### src/rtl/rx_ovr_pkg.sv
package rx_ovr_pkg;
  typedef enum logic [1:0] {
    VEC_NONE = 2'b00,
    VEC_DATA = 2'b01,
    VEC_EXC  = 2'b10
  } rx_vec_e;

  function automatic logic [1:0] vec_code(input logic req, input logic exc);
    rx_vec_e v;
    if (!req)     v = VEC_NONE;
    else if (exc) v = VEC_EXC;
    else          v = VEC_DATA;
    return v;
  endfunction
endpackage

### src/rtl/rx_hold_fifo.sv
module rx_hold_fifo #(
  parameter int DW    = 16,
  parameter int DEPTH = 8,
  localparam int AW   = (DEPTH > 1) ? $clog2(DEPTH) : 1,
  localparam int CW   = $clog2(DEPTH + 1)
) (
  input  logic          clk,
  input  logic          rst_n,
  input  logic          flush,
  input  logic          push,
  input  logic          pop,
  input  logic [DW-1:0] din,
  output logic [DW-1:0] dout,
  output logic [CW-1:0] level
);
  logic [DW-1:0] mem [DEPTH];
  logic [AW-1:0] wr_ptr_q, wr_ptr_n;
  logic [AW-1:0] rd_ptr_q, rd_ptr_n;
  logic [CW-1:0] level_q, level_n;

  function automatic logic [AW-1:0] bump(input logic [AW-1:0] p);
    return (p == AW'(DEPTH - 1)) ? '0 : p + 1'b1;
  endfunction

  // next state
  always_comb begin
    wr_ptr_n = wr_ptr_q;
    rd_ptr_n = rd_ptr_q;
    level_n  = level_q;
    if (flush) begin
      wr_ptr_n = '0;
      rd_ptr_n = '0;
      level_n  = '0;
    end else begin
      if (push) wr_ptr_n = bump(wr_ptr_q);
      if (pop)  rd_ptr_n = bump(rd_ptr_q);
      case ({push, pop})
        2'b10:   level_n = level_q + 1'b1;
        2'b01:   level_n = level_q - 1'b1;
        default: level_n = level_q;
      endcase
    end
  end

  // registers
  always_ff @(posedge clk or negedge rst_n) begin
    if (!rst_n) begin
      wr_ptr_q <= '0;
      rd_ptr_q <= '0;
      level_q  <= '0;
    end else begin
      wr_ptr_q <= wr_ptr_n;
      rd_ptr_q <= rd_ptr_n;
      level_q  <= level_n;
    end
  end

  // storage, write-enabled, no reset needed
  always_ff @(posedge clk) begin
    if (push && !flush) mem[wr_ptr_q] <= din;
  end

  assign dout  = mem[rd_ptr_q];
  assign level = level_q;
endmodule

### src/rtl/rx_ovr_flag.sv
module rx_ovr_flag (
  input  logic clk,
  input  logic rst_n,
  input  logic mod_en,
  input  logic ovr_evt,
  input  logic stat_rd,
  input  logic data_rd,
  input  logic other_acc,
  output logic flag
);
  logic flag_q, flag_n;
  logic armed_q, armed_n;
  logic clr;

  // next state
  always_comb begin
    clr     = data_rd && armed_q;
    armed_n = armed_q;
    flag_n  = flag_q;
    if (!mod_en) begin
      armed_n = 1'b0;
      flag_n  = 1'b0;
    end else begin
      if (stat_rd)                   armed_n = flag_q;
      else if (other_acc || data_rd) armed_n = 1'b0;
      flag_n = ovr_evt || (flag_q && !clr);
    end
  end

  // registers
  always_ff @(posedge clk or negedge rst_n) begin
    if (!rst_n) begin
      flag_q  <= 1'b0;
      armed_q <= 1'b0;
    end else begin
      flag_q  <= flag_n;
      armed_q <= armed_n;
    end
  end

  assign flag = flag_q;
endmodule

### src/rtl/rx_irq_sel.sv
module rx_irq_sel #(
  parameter int CW = 4
) (
  input  logic          fifo_en,
  input  logic [CW-1:0] level,
  input  logic [CW-1:0] wmark,
  input  logic          ovr,
  output logic          irq,
  output logic [1:0]    vec
);
  import rx_ovr_pkg::*;
  logic held;

  always_comb begin
    held = (level != '0);
    if (fifo_en) irq = held && (level >= wmark);
    else         irq = held;
    vec = vec_code(irq, ovr);
  end
endmodule

### src/rtl/rx_overrun_ctrl.sv
module rx_overrun_ctrl #(
  parameter int DW    = 16,
  parameter int DEPTH = 8,
  localparam int CW   = $clog2(DEPTH + 1)
) (
  input  logic          clk,
  input  logic          rst_n,
  input  logic          mod_en,
  input  logic          rx_en,
  input  logic          fifo_en,
  input  logic [CW-1:0] wmark,
  input  logic          word_done,
  input  logic [DW-1:0] word_in,
  input  logic          stat_rd,
  input  logic          data_rd,
  input  logic          other_acc,
  output logic [DW-1:0] rd_data,
  output logic          rx_ready,
  output logic          fifo_full,
  output logic [CW-1:0] fifo_level,
  output logic          ovr_flag,
  output logic          rx_irq,
  output logic [1:0]    irq_vec
);
  logic [CW-1:0] level;
  logic          stage_full;
  logic          accept;
  logic          push;
  logic          pop;
  logic          ovr_evt;

  always_comb begin
    rx_ready   = (level != '0);
    fifo_full  = (level == CW'(DEPTH));
    stage_full = fifo_en ? fifo_full : rx_ready;
    accept     = word_done && rx_en && mod_en;
    push       = accept && !stage_full;
    ovr_evt    = accept && stage_full;
    pop        = data_rd && rx_ready && mod_en;
  end

  rx_hold_fifo #(.DW(DW), .DEPTH(DEPTH)) u_hold (
    .clk   (clk),
    .rst_n (rst_n),
    .flush (!mod_en),
    .push  (push),
    .pop   (pop),
    .din   (word_in),
    .dout  (rd_data),
    .level (level)
  );

  rx_ovr_flag u_flag (
    .clk       (clk),
    .rst_n     (rst_n),
    .mod_en    (mod_en),
    .ovr_evt   (ovr_evt),
    .stat_rd   (stat_rd),
    .data_rd   (data_rd),
    .other_acc (other_acc),
    .flag      (ovr_flag)
  );

  rx_irq_sel #(.CW(CW)) u_irq (
    .fifo_en (fifo_en),
    .level   (level),
    .wmark   (wmark),
    .ovr     (ovr_flag),
    .irq     (rx_irq),
    .vec     (irq_vec)
  );

  assign fifo_level = level;
endmodule

### config.mk
export PLATFORM = sky130hd
export DESIGN_NAME = rx_overrun_ctrl
export DESIGN_NICKNAME = d
export VERILOG_FILES = /design/src/rtl/rx_ovr_pkg.sv /design/src/rtl/rx_hold_fifo.sv /design/src/rtl/rx_ovr_flag.sv /design/src/rtl/rx_irq_sel.sv /design/src/rtl/rx_overrun_ctrl.sv
export SDC_FILE = /design/constraint.sdc
export NUM_CORES = 1
export LEC_CHECK = 0
export BUFFER_PORTS_ARGS = -buffer_cell sky130_fd_sc_hd__clkbuf_2
export CELL_PAD_IN_SITES_DETAIL_PLACEMENT = 0
export CELL_PAD_IN_SITES_GLOBAL_PLACEMENT = 1
export CORE_MARGIN = 2
export CORE_UTILIZATION = 46
export DETAILED_ROUTE_END_ITERATION = 8
export PLACE_DENSITY_LB_ADDON = 0.1
export SLEW_MARGIN = 0
export SYNTH_ARGS = -nofsm -noshare
export SYNTH_HDL_FRONTEND = slang
export SYNTH_SLANG_ARGS = --single-unit
### constraint.sdc
create_clock -name clk -period 3.3 [get_ports clk]
set_input_delay 0.495 -clock clk [delete_from_list [all_inputs] [get_ports clk]]
set_output_delay 0.495 -clock clk [all_outputs]
set_load 0.01 [all_outputs]
==> summary.txt <==
Clock network
  – Clock-pin slew on the worst setup and hold paths: 0.06 ns
  – Clock Latency Late Sink: 0.41 ns
  – CTS Buf Count: 17
  – Htree depth: 4
  – CTS root buf: clkbuf_16
  – Sink Count: between 100 and 150
  – Clock buffer depth: 2
  – Number of setup buffers added after CTS: 0
  – TritonCTS clock tree: done

Cells and area
  – Area grow syn2layout: 19.57%
  – # fillers: 975
  – Share of layout cells above drive strength 1: 40.47%
  – Storage cell area: just over 4000 um^2
  – Ant. Diodes: 0
  – Area of the multi-input gates: 1550 um^2
  – Fin nets: 410

Timing
  – WHS: 0.3630 ns
  – Worst Skew: 0.006594 ns
  – RSZ-0062 raised after global routing: false
  – Setup TNS: 0 ns
  – Final setup vio count: 0
  – Final min period: just under 3 ns
  – Final period util: 87.79%
  – Fin. Hold Viols: 0
  – Highest Clock Rate: 345.2 MHz
  – Slew @ Worst Pin: a little under 1 ns
  – Slew Limit Headroom: 34.28%
  – Max Slew Vio Count: 0

Synthesis
  – Mapped Cells: 296
  – Synthesized flop and latch total: 140
  – Syn Nets: between 300 and 400
  – Most frequent cells after synthesis: 128 x edfxtp_1, 32 x mux4_2, 16 x mux2_2
  – Top FF cell, synth: edfxtp_1
  – Avg Inst Size Synth: 19.47 um^2
  – Yosys top cell by area: edfxtp_1
  – Post-Syn Area: between 5000 and 6000 um^2
  – Post-synth EDFFs: 128
  – Yosys Warn Count: 0
  – Most frequent cell after synthesis: edfxtp_1
  – Register area share after synthesis: 71.92%
  – Synth cell types: 38
  – Area share of the largest cell type after synthesis: 66.71%
  – Largest cells by area after synthesis: edfxtp_1 67%, mux4_2 13%, dfrtp_1 5.2%
  – Asr flop ratio synth: 8.571%

Worst setup path
  – CP Capture Type: output port
  – Slowest cell delay on critical path: 0.48 ns
  – Critical Path AT: 2.40 ns
  – R2R Path End: u_hold.mem[4][9]
  – Crit Path Category: flop to output port
  – Cell mode on critical path: a21o_1
  – Slowest-stage cell, CP: dfrtp_1
  – R2R setup slack: 0.56 ns
  – CP max FO: 7
  – FF-to-FF path depth: 5
  – Critical Path RT: 2.80 ns
  – Critical path, cell by cell: inv_1 -> ha_1 -> nand2b_1 -> a21o_1 -> a21o_1 -> a211oi_1 -> nor3b_1 -> clkbuf_2
  – CP startpoint kind: flop
  – R2R Path Start: u_hold.level[1]

Die
  – Chip height: 115.9 um
  – Core Area: 12110 um^2
  – Total Die Area: 13440 um^2
  – Rows: 40
  – Top-Level Pins: 55
  – Initial Util: between 40% and 50%
  – Die X: 115.9 um

Placed design
  – I/O Buffers: 54
  – Gp weighted congestion: 0.7810
  – Post-DP HPWL: 6690 um

Run
  – Total of max-cap violations: 0

Global routing
  – Total track usage: between 10% and 20%
  – Initial antenna violation count: 0
  – GRT overflow: 0
  – First-pass GRT wire length: 16190 um
  – Vias in the first global route: between 3000 and 4000
  – Largest net degree at the start of global routing: 31

Routing
  – Post-route ant nets: 0
  – DR DRC count: 0
  – DR WL/cell: 18.89 um
  – First DRT Iteration DRCs: 170
  – Drt pass-1 iters: 4
  – Total number of vias: 2942
  – Drt via density: 5.339
  – Final wirelength: 10410 um

Outcome
  – Outcome: completed

Min path
  – Hold Crit Endpoint: u_hold.mem[2][14]
  – Class of the worst hold path: input port to flop
  – Hold depth: 1
  – Worst hold start: word_in[14]

Power
  – Lkg Pwr: 2.438 nW
  – Power per Cell Area: around 600 nW/um^2
  – Peak supply drop: 0.3237 mV
## how the worst max path moves through the flow
stage               startpoint           endpoint  slack [ns]  cells after the start
5_1_grt        u_hold.level[0]         irq_vec[1]        0.27                      8
3_3_place_gp   u_hold.level[1]    u_hold.level[3]        0.72                      8
3_5_place_dp   u_hold.level[1]  u_hold.mem[4][10]        0.58                      5
2_1_floorplan  u_hold.level[1]   u_hold.mem[2][0]        0.34                      6
6_report       u_hold.level[0]         irq_vec[1]        0.40                      8
4_1_cts        u_hold.level[0]         irq_vec[1]        0.38                      8
## where the power goes
part	internal [mW]	switching [mW]	total [mW]
clock network	1.02	0.673	1.69
logic	0.229	0.214	0.443
registers	1.96	0.0307	1.99
total	3.21	0.918	4.13
## sequential cells by signal, indices dropped and copies added (netlist names)
register,flops
u_flag.armed_q,1
u_flag.flag,1
u_hold.level,4
u_hold.mem,128
u_hold.rd_ptr_q,3
u_hold.wr_ptr_q,3
## final cells by class
type	count	share of cell area, %
multi-input cells	134	22.50
repair buffers	71	6.175
well taps	168	3.051
clock buffers	18	6.230
inverters	7	0.3814
flip-flops and latches	140	60.17
clock inverters	13	1.489
## worst max-delay path: cells and delay by family (launching register included)
kind                     cells  cell delay (ns)
flip-flops                   1             0.48
buffers and inverters        2             0.26
AND/OR/NAND/NOR              2             0.23
AO/OA/AOI/OAI                3             0.74
adder cells (fa/ha/maj)      1             0.28
## metal layers
layer	GRT usage [%]	share of wire, %	up-vias
li1	-	-	1348
met3	5.492	4.5	14
met2	26.47	48	63
met4	6.508	1.7	0
met1	22.67	45	1517
met5	0	0	-
## cells by family after synthesis
kind of cell | share of synthesized area (%)
xor gates and xnor gates | 0.4561
AOI/OAI and AO/OA | 2.845
adders and majority gates | 2.172
and+or+nand+nor | 4.669
muxes | 16.16
DFF | 71.92
buffers and inverters | 1.781
## what timing repair did
| item | in CTS | in global routing |
|---|---|---|
| hold buffers | 1 | 0 |
| gates resized for setup | 0 | 0 |
| hold endpoints to repair | 12 | 0 |
## cells in the final DEF (no fill, tap or decap), drive strengths merged, types with 4 or more instances in the layout
cell,n
a21oi,6
buf,16
clkbuf,72
clkinv,11
dfrtp,12
edfxtp,128
ha,10
inv,8
mux2,16
mux4,32
nand2,12
nand2b,4
nor2,6
nor2b,5
nor3,6
o21ai,4
## metrics by stage
| stage | setup slack [ns] | total power, mW | std cells | area (um^2) | util (%) |
|---|---|---|---|---|---|
| finish | 0.4031 | 4.130 | 551 | 6889 | 56.88 |
| global route | 0.2665 | 4.289 | 551 | 6889 | 56.88 |
| CTS | 0.3848 | 4.183 | 551 | 6889 | 56.88 |
| detailed placement | 0.5799 | 2.482 | 519 | 6347 | 52.41 |
| global placement | 0.7159 | 2.479 | 519 | 6347 | 52.41 |
| floorplan | 0.3360 | 2.331 | 296 | 5768 | - |
(Power assumes the default switching activity.)
